<file path="src/rtl/sfe_pkg.sv">
package sfe_pkg;
  localparam logic [4:0] A_SETUP = 5'h00;
  localparam logic [4:0] A_CMD   = 5'h04;
  localparam logic [4:0] A_STAT  = 5'h08;
  localparam logic [4:0] A_TXD   = 5'h0C;
  localparam logic [4:0] A_RXD   = 5'h10;

  localparam logic [7:0] OP_RDSR = 8'h05;
  localparam logic [7:0] OP_WREN = 8'h06;

  typedef enum logic [1:0] {CMD_NONE, CMD_RAW, CMD_RDSR, CMD_WREN} cmd_e;
  typedef enum logic [1:0] {SH_IDLE, SH_RUN, SH_GAP} sh_state_e;
endpackage

</file>
<file path="src/rtl/sfe_tick.sv">
module sfe_tick #(
  parameter int DIV_W = 8
) (
  input  logic             clk,
  input  logic             rst_n,
  input  logic             en,
  input  logic [DIV_W-1:0] presc,
  output logic             tick
);
  logic [DIV_W-1:0] cnt_q;
  logic [DIV_W-1:0] last;

  assign last = (presc == '0) ? '0 : presc - DIV_W'(1);
  assign tick = en && (cnt_q == last);

  always_ff @(posedge clk or negedge rst_n) begin
    if (!rst_n)        cnt_q <= '0;
    else if (!en)      cnt_q <= '0;
    else if (tick)     cnt_q <= '0;
    else               cnt_q <= cnt_q + DIV_W'(1);
  end
endmodule

</file>
<file path="src/rtl/sfe_shift_core.sv">
module sfe_shift_core
  import sfe_pkg::*;
#(
  parameter int BYTES  = 4,
  parameter int DSEL_W = 4,
  parameter int CW     = $clog2(BYTES + 1)
) (
  input  logic               clk,
  input  logic               rst_n,
  input  logic               start,
  input  logic [BYTES*8-1:0] tx_word,
  input  logic [CW-1:0]      tx_n,
  input  logic [CW-1:0]      rx_n,
  input  logic               tick,
  input  logic [DSEL_W-1:0]  dsel,
  input  logic               miso,
  output logic               busy,
  output logic               cs_act,
  output logic               sclk,
  output logic               mosi,
  output logic [BYTES*8-1:0] rx_word,
  output logic               done
);
  localparam int WB = BYTES * 8;
  localparam int IW = $clog2(WB);
  localparam int BW = $clog2(2 * WB);

  sh_state_e         st_q;
  logic [WB-1:0]     tx_q, rx_q;
  logic [BW:0]       txb_q, tot_q;
  logic [BW-1:0]     bitc_q;
  logic [DSEL_W:0]   gapc_q;
  logic              sclk_q, done_q;
  logic [IW-1:0]     roff, ridx, tidx;

  assign roff = bitc_q[IW-1:0] - txb_q[IW-1:0];
  assign ridx = {roff[IW-1:3], ~roff[2:0]};
  assign tidx = {bitc_q[IW-1:3], ~bitc_q[2:0]};

  assign busy    = (st_q != SH_IDLE);
  assign cs_act  = (st_q == SH_RUN);
  assign sclk    = sclk_q;
  assign rx_word = rx_q;
  assign done    = done_q;
  assign mosi    = cs_act && ({1'b0, bitc_q} < txb_q) && tx_q[tidx];

  always_ff @(posedge clk or negedge rst_n) begin
    if (!rst_n) begin
      st_q   <= SH_IDLE;
      tx_q   <= '0;
      rx_q   <= '0;
      txb_q  <= '0;
      tot_q  <= '0;
      bitc_q <= '0;
      gapc_q <= '0;
      sclk_q <= 1'b0;
      done_q <= 1'b0;
    end else begin
      done_q <= 1'b0;
      case (st_q)
        SH_IDLE: if (start) begin
          tx_q   <= tx_word;
          rx_q   <= '0;
          txb_q  <= (BW+1)'(tx_n) << 3;
          tot_q  <= ((BW+1)'(tx_n) + (BW+1)'(rx_n)) << 3;
          bitc_q <= '0;
          gapc_q <= '0;
          sclk_q <= 1'b0;
          st_q   <= ((tx_n == '0) && (rx_n == '0)) ? SH_GAP : SH_RUN;
        end
        SH_RUN: if (tick) begin
          if (!sclk_q) begin
            sclk_q <= 1'b1;
            if ({1'b0, bitc_q} >= txb_q) rx_q[ridx] <= miso;
          end else begin
            sclk_q <= 1'b0;
            if ({1'b0, bitc_q} == tot_q - (BW+1)'(1)) begin
              st_q   <= SH_GAP;
              gapc_q <= '0;
            end else begin
              bitc_q <= bitc_q + BW'(1);
            end
          end
        end
        SH_GAP: if (tick) begin
          if (gapc_q == {dsel, 1'b1}) begin
            st_q   <= SH_IDLE;
            done_q <= 1'b1;
          end else begin
            gapc_q <= gapc_q + (DSEL_W+1)'(1);
          end
        end
        default: st_q <= SH_IDLE;
      endcase
    end
  end


  sclk_idle_chk: assert property (@(posedge clk) disable iff (!rst_n)
    !cs_act |-> !sclk_q);


  mosi_hold_chk: assert property (@(posedge clk) disable iff (!rst_n)
    (cs_act && sclk_q) |-> $stable(mosi));
endmodule

</file>
<file path="src/rtl/sfe_top.sv">
module sfe_top
  import sfe_pkg::*;
#(
  parameter int NBANK    = 4,
  parameter int BYTES    = 4,
  parameter int DIV_W    = 8,
  parameter int DSEL_W   = 4,
  parameter int DSEL_DEF = 6
) (
  input  logic             clk,
  input  logic             rst_n,
  input  logic [4:0]       bus_addr,
  input  logic             bus_wr,
  input  logic [31:0]      bus_wdata,
  output logic [31:0]      bus_rdata,
  output logic             irq,
  output logic             spi_sclk,
  output logic [NBANK-1:0] spi_cs_n,
  output logic             spi_mosi,
  input  logic             spi_miso
);
  localparam int CW = $clog2(BYTES + 1);
  localparam int KW = $clog2(NBANK);
  localparam int WB = BYTES * 8;
  localparam logic [31:0] RST_SETUP = (32'(1) << 8) | (32'(DSEL_DEF) << 4)
                                    | ((32'(1) << NBANK) - 32'(1));

  logic [31:0]      setup_q, cmd_q, txd_q, rxd_q;
  logic [7:0]       fsr_q;
  logic             tff_q, wcf_q, erf1_q, erf2_q;
  logic [NBANK-1:0] wm_q;
  cmd_e             cur_q, nxt_cmd;
  logic [KW-1:0]    bank_q, bank_w;
  logic             core_busy, core_done, cs_act, tick, start;
  logic [WB-1:0]    rx_word, tx_sel;
  logic [CW-1:0]    txn_sel, rxn_sel;
  logic             wr_cmd, accept, sw_mode, bank_ok;

  function automatic logic [CW-1:0] clamp_n(input logic [3:0] v);
    return (v > 4'(BYTES)) ? CW'(BYTES) : CW'(v);
  endfunction

  assign sw_mode = setup_q[28];
  assign bank_w  = bus_wdata[12 +: KW];
  assign bank_ok = setup_q[bank_w];
  assign wr_cmd  = bus_wr && (bus_addr == A_CMD);
  assign accept  = wr_cmd && !core_busy && !core_done;

  always_comb begin
    nxt_cmd = CMD_NONE;
    if (bank_ok) begin
      if (sw_mode) begin
        if (!bus_wdata[10] && !bus_wdata[11] && bus_wdata[7]) nxt_cmd = CMD_RAW;
      end else if (bus_wdata[10]) nxt_cmd = CMD_RDSR;
      else if (bus_wdata[11])     nxt_cmd = CMD_WREN;
    end
  end

  always_comb begin
    tx_sel  = WB'(OP_WREN);
    txn_sel = CW'(1);
    rxn_sel = '0;
    case (nxt_cmd)
      CMD_RAW: begin
        tx_sel  = txd_q[WB-1:0];
        txn_sel = clamp_n(bus_wdata[3:0]);
        rxn_sel = clamp_n({1'b0, bus_wdata[6:4]});
      end
      CMD_RDSR: begin
        tx_sel  = WB'(OP_RDSR);
        rxn_sel = CW'(1);
      end
      default: ;
    endcase
  end

  assign start = accept && (nxt_cmd != CMD_NONE);

  sfe_tick #(.DIV_W(DIV_W)) u_tick (
    .clk(clk), .rst_n(rst_n), .en(core_busy),
    .presc(setup_q[8 +: DIV_W]), .tick(tick)
  );

  sfe_shift_core #(.BYTES(BYTES), .DSEL_W(DSEL_W)) u_core (
    .clk(clk), .rst_n(rst_n), .start(start), .tx_word(tx_sel),
    .tx_n(txn_sel), .rx_n(rxn_sel), .tick(tick),
    .dsel(setup_q[4 +: DSEL_W]), .miso(spi_miso), .busy(core_busy),
    .cs_act(cs_act), .sclk(spi_sclk), .mosi(spi_mosi),
    .rx_word(rx_word), .done(core_done)
  );

  for (genvar b = 0; b < NBANK; b++) begin : g_sel
    assign spi_cs_n[b] = !(cs_act && (bank_q == KW'(b)));
  end

  always_ff @(posedge clk or negedge rst_n) begin
    if (!rst_n) begin
      setup_q <= RST_SETUP;
      cmd_q   <= '0;
      txd_q   <= '0;
      rxd_q   <= '0;
      fsr_q   <= '0;
      tff_q   <= 1'b0;
      wcf_q   <= 1'b0;
      erf1_q  <= 1'b0;
      erf2_q  <= 1'b0;
      wm_q    <= '0;
      cur_q   <= CMD_NONE;
      bank_q  <= '0;
    end else begin
      if (bus_wr && bus_addr == A_SETUP) setup_q <= bus_wdata;
      if (bus_wr && bus_addr == A_TXD)   txd_q   <= bus_wdata;
      if (bus_wr && bus_addr == A_STAT) begin
        tff_q  <= tff_q  & bus_wdata[8];
        wcf_q  <= wcf_q  & bus_wdata[9];
        erf1_q <= erf1_q & bus_wdata[10];
        erf2_q <= erf2_q & bus_wdata[11];
        wm_q   <= wm_q   & bus_wdata[12 +: NBANK];
      end
      if (accept) begin
        cmd_q  <= bus_wdata;
        cur_q  <= nxt_cmd;
        bank_q <= bank_w;
        if (!bank_ok) erf2_q <= 1'b1;
        else if (sw_mode && (bus_wdata[10] || bus_wdata[11])) erf1_q <= 1'b1;
      end
      if (core_done) begin
        tff_q <= 1'b1;
        rxd_q <= 32'(rx_word);
        if (cur_q == CMD_RDSR) begin
          fsr_q <= rx_word[7:0];
          if (wm_q[bank_q] && !rx_word[0]) begin
            wcf_q        <= 1'b1;
            wm_q[bank_q] <= 1'b0;
          end
        end
        if (cur_q == CMD_WREN) wm_q[bank_q] <= 1'b1;
      end
    end
  end

  always_comb begin
    case (bus_addr)
      A_SETUP: bus_rdata = setup_q;
      A_CMD:   bus_rdata = cmd_q;
      A_STAT:  bus_rdata = 32'({wm_q, erf2_q, erf1_q, wcf_q, tff_q, fsr_q});
      A_TXD:   bus_rdata = txd_q;
      A_RXD:   bus_rdata = rxd_q;
      default: bus_rdata = '0;
    endcase
  end

  assign irq = (tff_q && cmd_q[8]) || (wcf_q && cmd_q[9]);


  one_sel_chk: assert property (@(posedge clk) disable iff (!rst_n)
    $onehot0(~spi_cs_n));


  done_flag_chk: assert property (@(posedge clk) disable iff (!rst_n)
    core_done |=> tff_q);


  busy_ignore_chk: assert property (@(posedge clk) disable iff (!rst_n)
    (wr_cmd && (core_busy || core_done)) |=> $stable(cmd_q));
endmodule

</file>
<file path="config.mk">
export PLATFORM = sky130hd
export DESIGN_NAME = sfe_top
export DESIGN_NICKNAME = d
export VERILOG_FILES = /design/src/rtl/sfe_pkg.sv /design/src/rtl/sfe_tick.sv /design/src/rtl/sfe_shift_core.sv /design/src/rtl/sfe_top.sv
export SDC_FILE = /design/constraint.sdc
export NUM_CORES = 1
export LEC_CHECK = 0
export ABC_AREA = 1
export BUFFER_PORTS_ARGS = -buffer_cell sky130_fd_sc_hd__buf_4
export CAP_MARGIN = 20
export CORE_MARGIN = 2
export CORE_UTILIZATION = 50
export CTS_CLUSTER_DIAMETER = 40
export CTS_CLUSTER_SIZE = 40
export DETAILED_ROUTE_END_ITERATION = 8
export PLACE_DENSITY = 0.68
export REMOVE_ABC_BUFFERS = 1
export SETUP_SLACK_MARGIN = 0.1
export SLEW_MARGIN = 30
export SYNTH_ARGS = -nofsm -noshare
export SYNTH_HDL_FRONTEND = slang
export SYNTH_HIERARCHICAL = 1
export SYNTH_SLANG_ARGS = --single-unit
export TNS_END_PERCENT = 10
</file>
<file path="constraint.sdc">
create_clock -name clk -period 6.43 [get_ports clk]
set_input_delay 0.3215 -clock clk [delete_from_list [all_inputs] [get_ports clk]]
set_output_delay 0.3215 -clock clk [all_outputs]
set_load 0.02 [all_outputs]
</file>
# [Word level (Yosys, flattened, before mapping)]
# Cells that the tools add are included.
[op_classes] shifts=0 add_sub_neg=7 reduce_logical=52 div_mod_pow=0 bitwise=10 magnitude_cmp=10 mul=0 muxes=76 eq_ne=26
[ops] operator="$pmux 32 s5" count=1
[ops] operator="$mux 32" count=4
[ops] operator="$pmux 32 s2" count=2
[ops] operator="$bwmux 32" count=1
[ops] operator="$mux 5" count=6
[ops] operator="$mux 1" count=25
[ops] operator="$mux 4" count=6
[ops] operator="$mux 6" count=4
[ops] operator="$mux 8" count=3
[ops] operator="$logic_and 1x1->1" count=23
[ops] operator="$mux 2" count=11
[ops] operator="$pmux 5 s3" count=1
[ops] operator="$eq 2x2->1 const B" count=6
[ops] operator="$lt 5x6->1 const B" count=2
[ops] operator="$pmux 6 s2" count=1
[ops] operator="$eq 5x4->1 const B" count=2
[ops] operator="$ne 2x1->1 const B" count=5
[ops] operator="$ne 2x2->1 const B" count=5
[ops] operator="$reduce_and 5->1" count=2
[ops] operator="$logic_not 1->1" count=9
[ops] operator="$mux 3" count=3
[ops] operator="$add 8x1->8 const B" count=1
[ops] operator="$and 4x4->4" count=2
[ops] operator="$eq 8x8->1" count=1
[ops] operator="other kinds (41)" count=55
[word_totals] register_bits=242 output_inout_bits=39 n_memories=0 elab_cells=203 ramBits=0 in_bits=41 mem_bits_ro=0 latchBits=0

# [Longest topological paths before layout]
[logic_depth] ltp_word=13 mapped_depth=19 depth_no_buf=18

# [Cells and area by module]
# The synthesis kept the hierarchy.
[modules_own_cells] module="sfe_top" cells_each=991 seq_area_each_um2=3662.3 instances=1 area_each_um2=7424.6
[modules_own_cells] module="sfe_shift_core" cells_each=647 seq_area_each_um2=2152.1 instances=1 area_each_um2=4789.6
[modules_own_cells] module="sfe_tick" cells_each=124 seq_area_each_um2=200.2 instances=1 area_each_um2=740.7

# [Least setup slack after synthesis]
# OpenSTA, ideal clock, no wires.
[synth_path] path_type="register to register" start="register setup_q[8]" end="register u_core.rx_q[16], in the netlist u_core/rx_word[16]" n_path_buf=1 required_ns=6.313 path_stages_with_launch=20 t_arrival_ns=2.470 synth_period_minus_slack_ns=2.587 setup_slack_ns=3.843 setup_time_ns=0.117 cell_sequence="dfstp_2 -> inv_1 -> ha_1 -> nand2_2 -> inv_2 -> nand2_4 -> nand2_1 -> nand2_1 -> nand2_1 -> nor2_1 -> nand3_2 -> nor2_4 -> inv_1 -> o21ai_2 -> nand2_2 -> nor2_8 -> buf_6 -> o21ai_0 -> nand2_1 -> nand2_1"
[synth_between] elab_chain_len=6 word_cells_on_any_way=7 classes_between="add/sub (1); eq/ne (2); mux (1); reduce/logical (3)"
[synth_rtl] element="from (decl)" line="sfe_top.sv:28" rtl="logic [31:0] setup_q, cmd_q, txd_q, rxd_q;"
[synth_rtl] element="from (signal assigned)" line="sfe_top.sv:111" rtl="if (bus_wr && bus_addr == A_SETUP) setup_q <= bus_wdata;"
[synth_rtl] element="$sub 8x1->8 / $logic_not 8->1 (equally long branches)" line="sfe_tick.sv:13" rtl="assign last = (presc == '0) ? '0 : presc - DIV_W'(1);"
[synth_rtl] element="$mux 8 *" line="sfe_tick.sv:13"
[synth_rtl] element="$eq 8x8->1 *" line="sfe_tick.sv:14" rtl="assign tick = en && (cnt_q == last);"
[synth_rtl] element="$logic_and 1x1->1 *" line="sfe_tick.sv:14"
[synth_rtl] element="net tick" line="sfe_top.sv:34" rtl="logic core_busy, core_done, cs_act, tick, start;"
[synth_rtl] element="$ne 2x1->1 (no line) *"
[synth_rtl] element="$reduce_and 5->1 (no line) *"
[synth_rtl] element="to (signal, indexed assignment)" line="sfe_shift_core.sv:74" rtl="if ({1'b0, bitc_q} >= txb_q) rx_q[ridx] <= miso;"
[synth_rtl] element="to (decl)" line="sfe_shift_core.sv:29" rtl="logic [WB-1:0] tx_q, rx_q;"
# Mark *: on every way through the listed nets, which the timed path passes. The rest lies on a longest branch.
# A chain may end at the register's enable or synchronous reset.

# [Final worst setup path]
[layout_path] start="register u_core.st_q[1]" end="register u_core.rx_q[22], in the netlist u_core/rx_word[22]"
[layout_between] elab_chain_len=7 word_cells_on_any_way=15 classes_between="eq/ne (5); mux (1); reduce/logical (9)"
[layout_rtl] element="from (decl)" line="sfe_shift_core.sv:28" rtl="sh_state_e st_q;"
[layout_rtl] element="from (signal assigned)" line="sfe_shift_core.sv:69" rtl="st_q <= ((tx_n == '0) && (rx_n == '0)) ? SH_GAP : SH_RUN;"
[layout_rtl] element="$reduce_bool 2->1" line="sfe_shift_core.sv:40" rtl="assign busy = (st_q != SH_IDLE);"
[layout_rtl] element="net core_busy" line="sfe_top.sv:34"
[layout_rtl] element="$logic_not 1->1"
[layout_rtl] element="$logic_and 1x1->1 (2 in series)" line="sfe_top.sv:47" rtl="assign accept = wr_cmd && !core_busy && !core_done;"
[layout_rtl] element="$logic_and 1x1->1" line="sfe_top.sv:77" rtl="assign start = accept && (nxt_cmd != CMD_NONE);"
[layout_rtl] element="net start" line="sfe_top.sv:34"
[layout_rtl] element="$ne 2x2->1 (no line)"
[layout_rtl] element="$reduce_and 5->1 (no line)"
# The timed path passes the listed nets, and every way through them passes these cells.

==> out/results.ini <==
[floorplanning]
dieWidth_um=165
core_mm2=0.0253
rows=58
die_h_um=165
initial_core_util=0.512
die_area_mm2=0.0272
ios=80

[power]
ir_drop_mv=0.244
powerDensity_mw_per_mm2=328
p_leak_nw=7.86

[sta]
finalWorstSetupSlack_ps=2710
finalSetupViolCount=0
slew_headroom=0.346
finalCritPeriodShare=0.578
finalClockSkew_ps=22.7
hold_viol=0
worst_pin_slew_ps=976
rsz0062_at_grt=false
report.final.slew_viol_count=0
fin_crit_ps=3720
fmax_mhz=269
tns_ps=0

[cells_and_area]
drive_above_1_share=0.111
diodes=0
utilization=0.595
stdcell_count=2170
area_growth_pct=16.3
fin_nets=1868
design_area_mm2=0.0151

[placement]
io_buffers=79
place_area_mm2=0.0136
dp_worst_setup_slack_ps=2590
dp_hpwl_mm=24.4
placed_cells=2093
place_congestion=0.883

[worst_setup_path]
r2r_end=u_core/rx_word[22]$_DFFE_PN0P_
worstSetupEndpointType=flop
cp.required_ps=6850
r2r_slack_ps=2710
setup.worst_path.start_class=flop
r2r_start=u_core/st_q[1]$_DFFE_PN0P_
rr_worst_depth=14
worst-setup-path-type=flop to flop
arrival_ps=4140
worst-path-max-fanout=64

[job]
maxCapViolCount=0

[clocking]
cts_made_buffers=39
clock_sinks=240
postCtsSetupRepairBufs=0
htree_levels=2
clockBufferDepth=3
clkTransAtPathRegs_ps=50
ctsRootBufferMaster=clkbuf_16
cts_hold_buf=4
cts_tree=yes
post_cts_resized=0
insertion_delay_ps=530

[route]
wl_per_cell_um=17.8
drt-total-wl_mm=38.6
dr_total_vias=12100
drt_iter0_markers=1084
via_per_inst=5.57
drt_first_pass_iters=6
ant_nets=0
route.detailed.drc=0

[synth]
syn_area_mm2=0.0130
synth_cell_types=40
ys_ff_latch=240
postSynthCellCount=1762
yosysWarnings=6
syn_area_per_cell_um2=7.35
ys_seq_area_frac=0.464

[global_route]
grt_first_pass_wirelength_mm=61.7
grt_max_degree=94
grt_pass1_vias=11600
grt_antenna_before_repair=0
grt_remaining_overflow=0
grtUsageTotal=0.291

[outcome]
status=finished clean

[hold_path]
hold_depth=3
hp-class=primary input to flop
hold_end=setup_q[27]$_DFFE_PN0P_
hp-start=bus_wdata[27]

cell type report:
class / instances / area [um2]
clock buffers: 48 / 1060
clock inverters: 24 / 308
inverters: 151 / 567
fillers: 2311 / 10300
well taps: 330 / 413
multi-input cells: 1280 / 5910
repair buffers: 97 / 793
flip-flops and latches: 240 / 6010
cell usage after synthesis, drive strengths merged:
cell type / n / share of area
a21oi: 18 / 0.0070
a22o: 1 / 0.00068
and3: 1 / 0.00048
buf: 50 / 0.024
clkbuf: 41 / 0.012
clkinv: 2 / 0.00058
dfrtp: 233 / 0.45
dfstp: 7 / 0.014
fa: 1 / 0.0015
ha: 17 / 0.016
inv: 149 / 0.043
mux2: 6 / 0.0052
nand2: 681 / 0.20
nand3: 68 / 0.028
nand3b: 2 / 0.0012
nand4: 123 / 0.059
nor2: 145 / 0.048
nor3: 7 / 0.0027
nor3b: 1 / 0.00058
o211ai: 3 / 0.0017
o21ai: 190 / 0.074
o22ai: 1 / 0.00048
o31ai: 2 / 0.0012
or2: 3 / 0.0014
xnor2: 3 / 0.0020
xor2: 7 / 0.0047
sequential cells by signal, summed over array words and instances (netlist names), 2 cells and up:
name,count
u_core/txb_q,3
u_core/tx_q,32
u_core/gapc_q,5
u_tick/cnt_q,8
setup_q,32
wm_q,4
cur_q,2
rxd_q,32
txd_q,32
u_core/tot_q,4
cmd_q,32
fsr_q,8
u_core/bitc_q,6
u_core/st_q,2
u_core/rx_word,32
placed cells by master (no fill, tap or decap), types with 33 or more instances in the layout:
| cell | Yosys | layout |
|---|---|---|
| buf_4 | 11 | 88 |
| clkbuf_16 | 0 | 40 |
| dfrtp_1 | 233 | 233 |
| inv_1 | 143 | 142 |
| nand2_1 | 676 | 676 |
| nand3_1 | 64 | 64 |
| nand4_1 | 123 | 123 |
| nor2_1 | 134 | 133 |
| o21ai_0 | 154 | 154 |
| o21ai_1 | 33 | 33 |
layer usage:
layer / GRT usage / up-vias / part of all wire
li1: - / 5785 / -
met1: 0.386 / 5718 / 0.42
met2: 0.474 / 483 / 0.47
met3: 0.0583 / 96 / 0.076
met4: 0.110 / 0 / 0.034
met5: 0 / - / 0
logic make-up after synthesis:
family                   after synthesis  synth area share
adder cells (fa/ha/maj)               18            0.0180
multiplexers                           6           0.00522
AO/OA/AOI/OAI                        215            0.0853
flip-flops                           240             0.464
XOR/XNOR                              10           0.00676
buffers and inverters                242            0.0798
AND/OR/NAND/NOR                     1031             0.341
critical path: stages (launching register included):
cell,delay (ps)
dfrtp_1,450
nor2_4,170
inv_1,240
nor2_1,160
nand2_1,100
nor2_4,120
inv_2,270
nor2_1,250
nand2_2,480
o21ai_2,250
nand2_2,130
nor2_8,550
o21ai_0,230
nand2_1,110
nand2_1,50
report_power, final:
part	leakage, nW	switching (mW)	internal, mW	total, mW
Clock	0.663	0.787	1.39	2.18
Sequential	3.10	0.187	1.66	1.85
Combinational	4.10	0.621	0.291	0.911
per-stage QoR:
stage / hold slack [ps] / total power [mW]
6_report: 7.71 / 4.94
3_3_place_gp: 388 / 2.74
4_1_cts: 2.29 / 4.94
3_5_place_dp: 395 / 2.75
2_1_floorplan: 25.9 / 2.40
5_1_grt: 6.59 / 5.17
worst max-delay path by stage:
| stage | startpoint | end | slack (ps) | cells after the start |
|---|---|---|---|---|
| final | u_core/st_q[1]$_DFFE_PN0P_ | u_core/rx_word[22]$_DFFE_PN0P_ | 2710 | 14 |
| after global placement | bus_addr[4] | u_core/rx_word[0]$_DFFE_PN0P_ | 2780 | 13 |
| after global routing | u_core/st_q[1]$_DFFE_PN0P_ | u_core/rx_word[1]$_DFFE_PN0P_ | 2450 | 14 |
| after CTS | u_core/st_q[1]$_DFFE_PN0P_ | u_core/rx_word[22]$_DFFE_PN0P_ | 2730 | 14 |
| after floorplan | bus_addr[1] | u_core/rx_word[0]$_DFFE_PN0P_ | 2650 | 12 |
| after detailed placement | bus_addr[4] | u_core/rx_word[22]$_DFFE_PN0P_ | 2590 | 13 |
Note: power is estimated with default switching activity, not from simulation.
